===== src/rtl/card_seq_pkg.sv =====
// Shared types for the card slot power sequencer.
// Assumes nothing beyond IEEE 1800-2017.
package card_seq_pkg;

    // Sequencer phases, from idle through activation and back.
    typedef enum logic [2:0] {
        SEQ_IDLE      = 3'd0,
        SEQ_HOLD_LOW  = 3'd1,
        SEQ_POWER     = 3'd2,
        SEQ_CHAN_ON   = 3'd3,
        SEQ_ACTIVE    = 3'd4,
        SEQ_WIND_DOWN = 3'd5,
        SEQ_IO_LOW    = 3'd6
    } seq_state_t;

endpackage


===== src/rtl/card_clk_rise.sv =====
// Brings the asynchronous card clock into the system clock domain and
// flags each rising edge for one system cycle.
// Assumes the card clock is slower than half the system clock and SYNC_STAGES >= 2.
module card_clk_rise #(
    parameter int SYNC_STAGES = 2
) (
    input  logic clk,
    input  logic rst_n,
    input  logic card_clk,
    output logic rise
);
    logic [SYNC_STAGES-1:0] sync_q;
    logic                   prev_q;

    // Synchronizer chain plus one edge-history flop.
    always_ff @(posedge clk) begin
        if (!rst_n) begin
            sync_q <= '0;
            prev_q <= 1'b0;
        end else begin
            sync_q <= {sync_q[SYNC_STAGES-2:0], card_clk};
            prev_q <= sync_q[SYNC_STAGES-1];
        end
    end

    // Rising edge seen at the end of the chain.
    assign rise = sync_q[SYNC_STAGES-1] & ~prev_q;

endmodule


===== src/rtl/slot_tick_timer.sv =====
// Counts timebase pulses while run is high and flags the pulse that
// completes LIMIT of them. Clears whenever run is low.
// Assumes tick is a one-cycle pulse in the system clock domain.
module slot_tick_timer #(
    parameter int LIMIT = 9
) (
    input  logic clk,
    input  logic rst_n,
    input  logic run,
    input  logic tick,
    output logic expire
);
    localparam int W = $clog2(LIMIT + 1);

    logic [W-1:0] cnt_q;

    // Tick counter, held at zero outside the counting window.
    always_ff @(posedge clk) begin
        if (!rst_n || !run) begin
            cnt_q <= '0;
        end else if (tick) begin
            cnt_q <= cnt_q + W'(1);
        end
    end

    // The LIMIT-th pulse of the window.
    assign expire = run && tick && (cnt_q == W'(LIMIT - 1));

endmodule


===== src/rtl/card_seq_fsm.sv =====
// Phase controller for one slot. It moves through hold-low, power, channel-on,
// active, wind-down and I/O-low. It also records which channels stay open
// while winding down.
// Assumes clk_rise and tmo_expire are single-cycle pulses.
module card_seq_fsm
    import card_seq_pkg::*;
#(
    parameter int CLK_EDGES = 2
) (
    input  logic       clk,
    input  logic       rst_n,
    input  logic       slot_en,
    input  logic       vcc_good,
    input  logic       clk_rise,
    input  logic       tmo_expire,
    output seq_state_t state,
    output logic       io_keep,
    output logic       clk_keep,
    output logic       timer_run
);
    localparam int EW = $clog2(CLK_EDGES + 1);

    seq_state_t   state_q, state_d;
    logic [EW-1:0] edge_q;
    logic          io_keep_q, clk_keep_q;
    logic          last_edge;

    // The card-clock edge that completes the required count in this phase.
    assign last_edge = clk_rise && (edge_q == EW'(CLK_EDGES - 1));

    // Next-phase selection.
    always_comb begin
        state_d = state_q;
        case (state_q)
            SEQ_IDLE:      if (slot_en) state_d = SEQ_HOLD_LOW;
            SEQ_HOLD_LOW:  state_d = slot_en ? SEQ_POWER : SEQ_IDLE;
            SEQ_POWER: begin
                if (!slot_en)     state_d = SEQ_WIND_DOWN;
                else if (vcc_good) state_d = SEQ_CHAN_ON;
            end
            SEQ_CHAN_ON: begin
                if (!slot_en)       state_d = SEQ_WIND_DOWN;
                else if (last_edge) state_d = SEQ_ACTIVE;
            end
            SEQ_ACTIVE:    if (!slot_en) state_d = SEQ_WIND_DOWN;
            SEQ_WIND_DOWN: if (tmo_expire) state_d = SEQ_IO_LOW;
            SEQ_IO_LOW:    state_d = SEQ_IDLE;
            default:       state_d = SEQ_IDLE;
        endcase
    end

    // Phase register and per-phase card-clock edge counter.
    always_ff @(posedge clk) begin
        if (!rst_n) begin
            state_q <= SEQ_IDLE;
            edge_q  <= '0;
        end else begin
            state_q <= state_d;
            if (state_d != state_q) begin
                edge_q <= '0;
            end else if (clk_rise && edge_q != EW'(CLK_EDGES)) begin
                edge_q <= edge_q + EW'(1);
            end
        end
    end

    // Channels still open while winding down.
    always_ff @(posedge clk) begin
        if (!rst_n) begin
            io_keep_q  <= 1'b0;
            clk_keep_q <= 1'b0;
        end else if (state_d != SEQ_WIND_DOWN) begin
            io_keep_q  <= 1'b0;
            clk_keep_q <= 1'b0;
        end else if (state_q != SEQ_WIND_DOWN) begin
            io_keep_q  <= (state_q == SEQ_CHAN_ON) || (state_q == SEQ_ACTIVE);
            clk_keep_q <= (state_q == SEQ_ACTIVE);
        end else if (last_edge) begin
            clk_keep_q <= 1'b0;
        end
    end

    assign state     = state_q;
    assign io_keep   = io_keep_q;
    assign clk_keep  = clk_keep_q;
    assign timer_run = (state_q == SEQ_WIND_DOWN);

endmodule


===== src/rtl/card_slot_sequencer.sv =====
// Top of the per-slot power sequencer. It ties together the card-clock edge
// detector, the wind-down timer and the phase controller, and decodes the
// supply, channel, force-low and ready outputs.
// Assumes tick is a one-cycle pulse; card_clk may be asynchronous.
module card_slot_sequencer
    import card_seq_pkg::*;
#(
    parameter int TIMEOUT_TICKS = 9,
    parameter int SYNC_STAGES   = 2,
    parameter int CLK_EDGES     = 2
) (
    input  logic clk,
    input  logic rst_n,
    input  logic slot_en,
    input  logic vcc_good,
    input  logic card_clk,
    input  logic tick,
    output logic vcc_on,
    output logic rst_path_en,
    output logic io_path_en,
    output logic clk_path_en,
    output logic rst_force_low,
    output logic clk_force_low,
    output logic io_force_low,
    output logic slot_ready
);
    seq_state_t state;
    logic       clk_rise, tmo_expire, io_keep, clk_keep, timer_run;

    card_clk_rise #(.SYNC_STAGES(SYNC_STAGES)) u_rise (
        .clk      (clk),
        .rst_n    (rst_n),
        .card_clk (card_clk),
        .rise     (clk_rise)
    );

    slot_tick_timer #(.LIMIT(TIMEOUT_TICKS)) u_timer (
        .clk    (clk),
        .rst_n  (rst_n),
        .run    (timer_run),
        .tick   (tick),
        .expire (tmo_expire)
    );

    card_seq_fsm #(.CLK_EDGES(CLK_EDGES)) u_fsm (
        .clk        (clk),
        .rst_n      (rst_n),
        .slot_en    (slot_en),
        .vcc_good   (vcc_good),
        .clk_rise   (clk_rise),
        .tmo_expire (tmo_expire),
        .state      (state),
        .io_keep    (io_keep),
        .clk_keep   (clk_keep),
        .timer_run  (timer_run)
    );

    // Output decode from the current phase.
    always_comb begin
        vcc_on      = (state != SEQ_IDLE) && (state != SEQ_HOLD_LOW);
        rst_path_en = (state == SEQ_CHAN_ON) || (state == SEQ_ACTIVE);
        io_path_en  = rst_path_en || ((state == SEQ_WIND_DOWN) && io_keep);
        clk_path_en = (state == SEQ_ACTIVE) || ((state == SEQ_WIND_DOWN) && clk_keep);
        slot_ready  = (state == SEQ_ACTIVE);
    end

    assign rst_force_low = ~rst_path_en;
    assign clk_force_low = ~clk_path_en;
    assign io_force_low  = ~io_path_en;

endmodule


===== config.mk =====
export PLATFORM = sky130hd
export DESIGN_NAME = card_slot_sequencer
export DESIGN_NICKNAME = d
export VERILOG_FILES = /design/src/rtl/card_seq_pkg.sv /design/src/rtl/card_clk_rise.sv /design/src/rtl/slot_tick_timer.sv /design/src/rtl/card_seq_fsm.sv /design/src/rtl/card_slot_sequencer.sv
export SDC_FILE = /design/constraint.sdc
export NUM_CORES = 1
export LEC_CHECK = 0
export ABC_AREA = 0
export BUFFER_PORTS_ARGS = -buffer_cell sky130_fd_sc_hd__buf_2
export CORE_MARGIN = 3
export CORE_UTILIZATION = 54
export CTS_CLUSTER_SIZE = 12
export DETAILED_ROUTE_END_ITERATION = 6
export PLACE_DENSITY = 0.79
export REMOVE_ABC_BUFFERS = 1
export SKIP_CTS_REPAIR_TIMING = 1
export SYNTH_ARGS = -nofsm -noshare
export SYNTH_HDL_FRONTEND = slang
export SYNTH_SLANG_ARGS = --single-unit

===== constraint.sdc =====
create_clock -name clk -period 1.9 [get_ports clk]
set_clock_uncertainty 0.1 [all_clocks]
set_input_delay 0.285 -clock clk [delete_from_list [all_inputs] [get_ports clk]]
set_output_delay 0.285 -clock clk [all_outputs]
set_load 0.01 [all_outputs]

==> run metrics <==
status finished clean; first-pass GRT wire length between 2000 and 3000 microns; Syn Inst Count between 90 and 100; WP data required roughly 1500 ps; sum of negative setup slack 0 ps; Die ar. about 2100 sq um; Final setup viols 0; share of flip-flops with an asynchronous set or reset 0%; crit end category primary output; I/O Pins 14; worst setup margin 92.55 ps; final WL roughly 1500 microns; CTS root buf clkbuf_4; global route overflow 0; max-slew violations 0; commonest non-fill, non-tap cell in the layout buf_2; Placer Congestion around 0.86; I/O Buffers 13; ys flop type dfxtp_1; setup slack on the worst flop-to-flop path just over 300 ps; most frequent cells in the layout 13 x buf_2, 11 x dfxtp_1, 10 x inv_1, 8 x nor2_1, 5 x a21oi_1; final hold vios 0; Post-Syn Area 858.3 sq um; Min Hold Slack ~110 ps; EDFF count, synth 0; Starting Density approximately three fifths; largest net degree at the start of global routing 14; Total Nets Final roughly 120; gr usage total 16.71%; Distinct cells, synth 42; total CTS buffers 3; Mean Syn Cell Area 9.035 sq um; final antenna-violating net count 0; H-tree Lvls 1; HP Start card_clk; sequential area share after synthesis approximately a third; Setup WS pre-CTS about 300 ps; Area Growth Syn to Fin 9.184%; # clock sinks 14; HPWL Detailed 1108 microns; initial antenna violation count 0; CP max stage cell dfxtp_2; number of max-cap violations 0; row count 13; Static Leak approximately 0.39 nW; Worst slew margin between 70% and 80%; clk buf depth 2; vias per std cell 5.382; vias about 660; clk slew on worst S/H paths 80 ps; worst vdd ir around 0.50 mV; vias in the first global route around 610; Die X ~46 microns; crit path launch u_fsm.state[1]$_SDFF_PN0_; DIE HEIGHT approximately 46 microns; crit path kind reg -> out; post-synthesis register bit count 14; layout cells sized above 1 around 29%; DR WL/cell ~12 microns; drt first-iter violations 6; Placeable Area ~1400 sq um; CTS tree done; worst hold path class in -> reg; maximum operating frequency between 500 and 600 MHz; # DRC 0; Critical R2R Launch u_timer.cnt_q[0]$_SDFFE_PP0P_; Tcrit/Tclk final 95.13%; startpoint types flip-flop; Ant. Diodes 0; Ys Warns 0; crit-path cells and2b_1 -> o21a_1 -> a21o_1 -> inv_1 -> buf_2; TritonRoute pass-1 iters 4; critical-path maximum fanout 13; Clock Latency Late Sink 270 ps; slowest stage delay, CP 450 ps; fin util between 60 and 70%; Worst-Margin Slew approximately 360 ps; Arr. time, crit path roughly 1400 ps; Final Critical Period approximately 1800 ps; power per cell area roughly 640 nW/um^2
## path summary, 6_finish.rpt
kind,to,depth (start not counted)
setup / recovery,io_force_low,5
hold / removal,u_rise.sync_q[0]$_SDFF_PN0_,2
setup reg to reg,u_fsm.state[1]$_SDFF_PN0_,6
hold reg to reg,u_rise.sync_q[1]$_SDFF_PN0_,1
## stage by stage
step / cell area (sq um) / cells / power, mW
2_1_floorplan: 813.3 / 91 / 0.3720
3_3_place_gp: 897.1 / 119 / 0.3991
3_5_place_dp: 897.1 / 119 / 0.4012
4_1_cts: 933.4 / 123 / 0.6124
5_1_grt: 937.1 / 123 / 0.6385
6_report: 937.1 / 123 / 0.6026
## cells by family (layout without fill, tap and decap cells)
logic type	after synthesis	after routing	synth area share, %
AO/OA/AOI/OAI	19	19	17.06
XOR/XNOR	5	5	5.103
adder cells (fa/ha/maj)	4	4	5.831
buffers and inverters	15	28	10.06
flip-flops	14	14	32.65
multiplexers	1	1	1.166
AND/OR/NAND/NOR	37	37	28.13
## report_power, final
part | total (mW) | leakage, nW | internal, mW | switching (mW)
Sequential | 0.316 | 0.115 | 0.302 | 0.0137
Combinational | 0.0798 | 0.256 | 0.0355 | 0.0443
Clock | 0.207 | 0.0210 | 0.116 | 0.0907
Total | 0.603 | 0.392 | 0.454 | 0.149
## Yosys cell counts (3+ instances only)
cell type  count  area, sq um
dfxtp_1       14        280.3
inv_1         10        37.54
buf_6          4        45.04
nor2_1         8        30.03
a21oi_1        5        25.02
o21a_1         3        22.52
nor3_1         3        15.01
and2_1         3        18.77
xnor2_1        3        26.28
nand2_1        4        15.01
ha_1           4        50.05
## flip-flops by register name (all words and copies together) (netlist names)
register	flops
u_rise.sync_q	2
u_timer.cnt_q	4
u_fsm.clk_keep	1
u_fsm.state	3
u_rise.prev_q	1
u_fsm.io_keep	1
u_fsm.edge_q	2
## layer usage
| metal | vias up | routed length (microns) | global-route usage (%) |
|---|---|---|---|
| met2 | 16 | 642 | 24.73 |
| li1 | 352 | - | - |
| met4 | 0 | 11 | 9.091 |
| met1 | 292 | 722 | 21.75 |
| met5 | - | 0 | 0 |
| met3 | 2 | 81 | 4.348 |
## worst max-delay path, delay by kind of cell (launching register included)
family | cells | cell delay [ps]
AO/OA/AOI/OAI | 2 | 290
buffers and inverters | 2 | 160
flip-flops | 1 | 450
AND/OR/NAND/NOR | 1 | 260
## cell type report
class	count	area, sq um
Clock buffer	4	36.28
Multi-Input combinational cell	66	491.7
Tap cell	15	18.77
Inverter	11	41.29
Timing Repair Buffer	13	65.06
Fill cell	120	461.7
Sequential cell	14	284.0
Note: power is estimated with default switching activity, not from simulation.
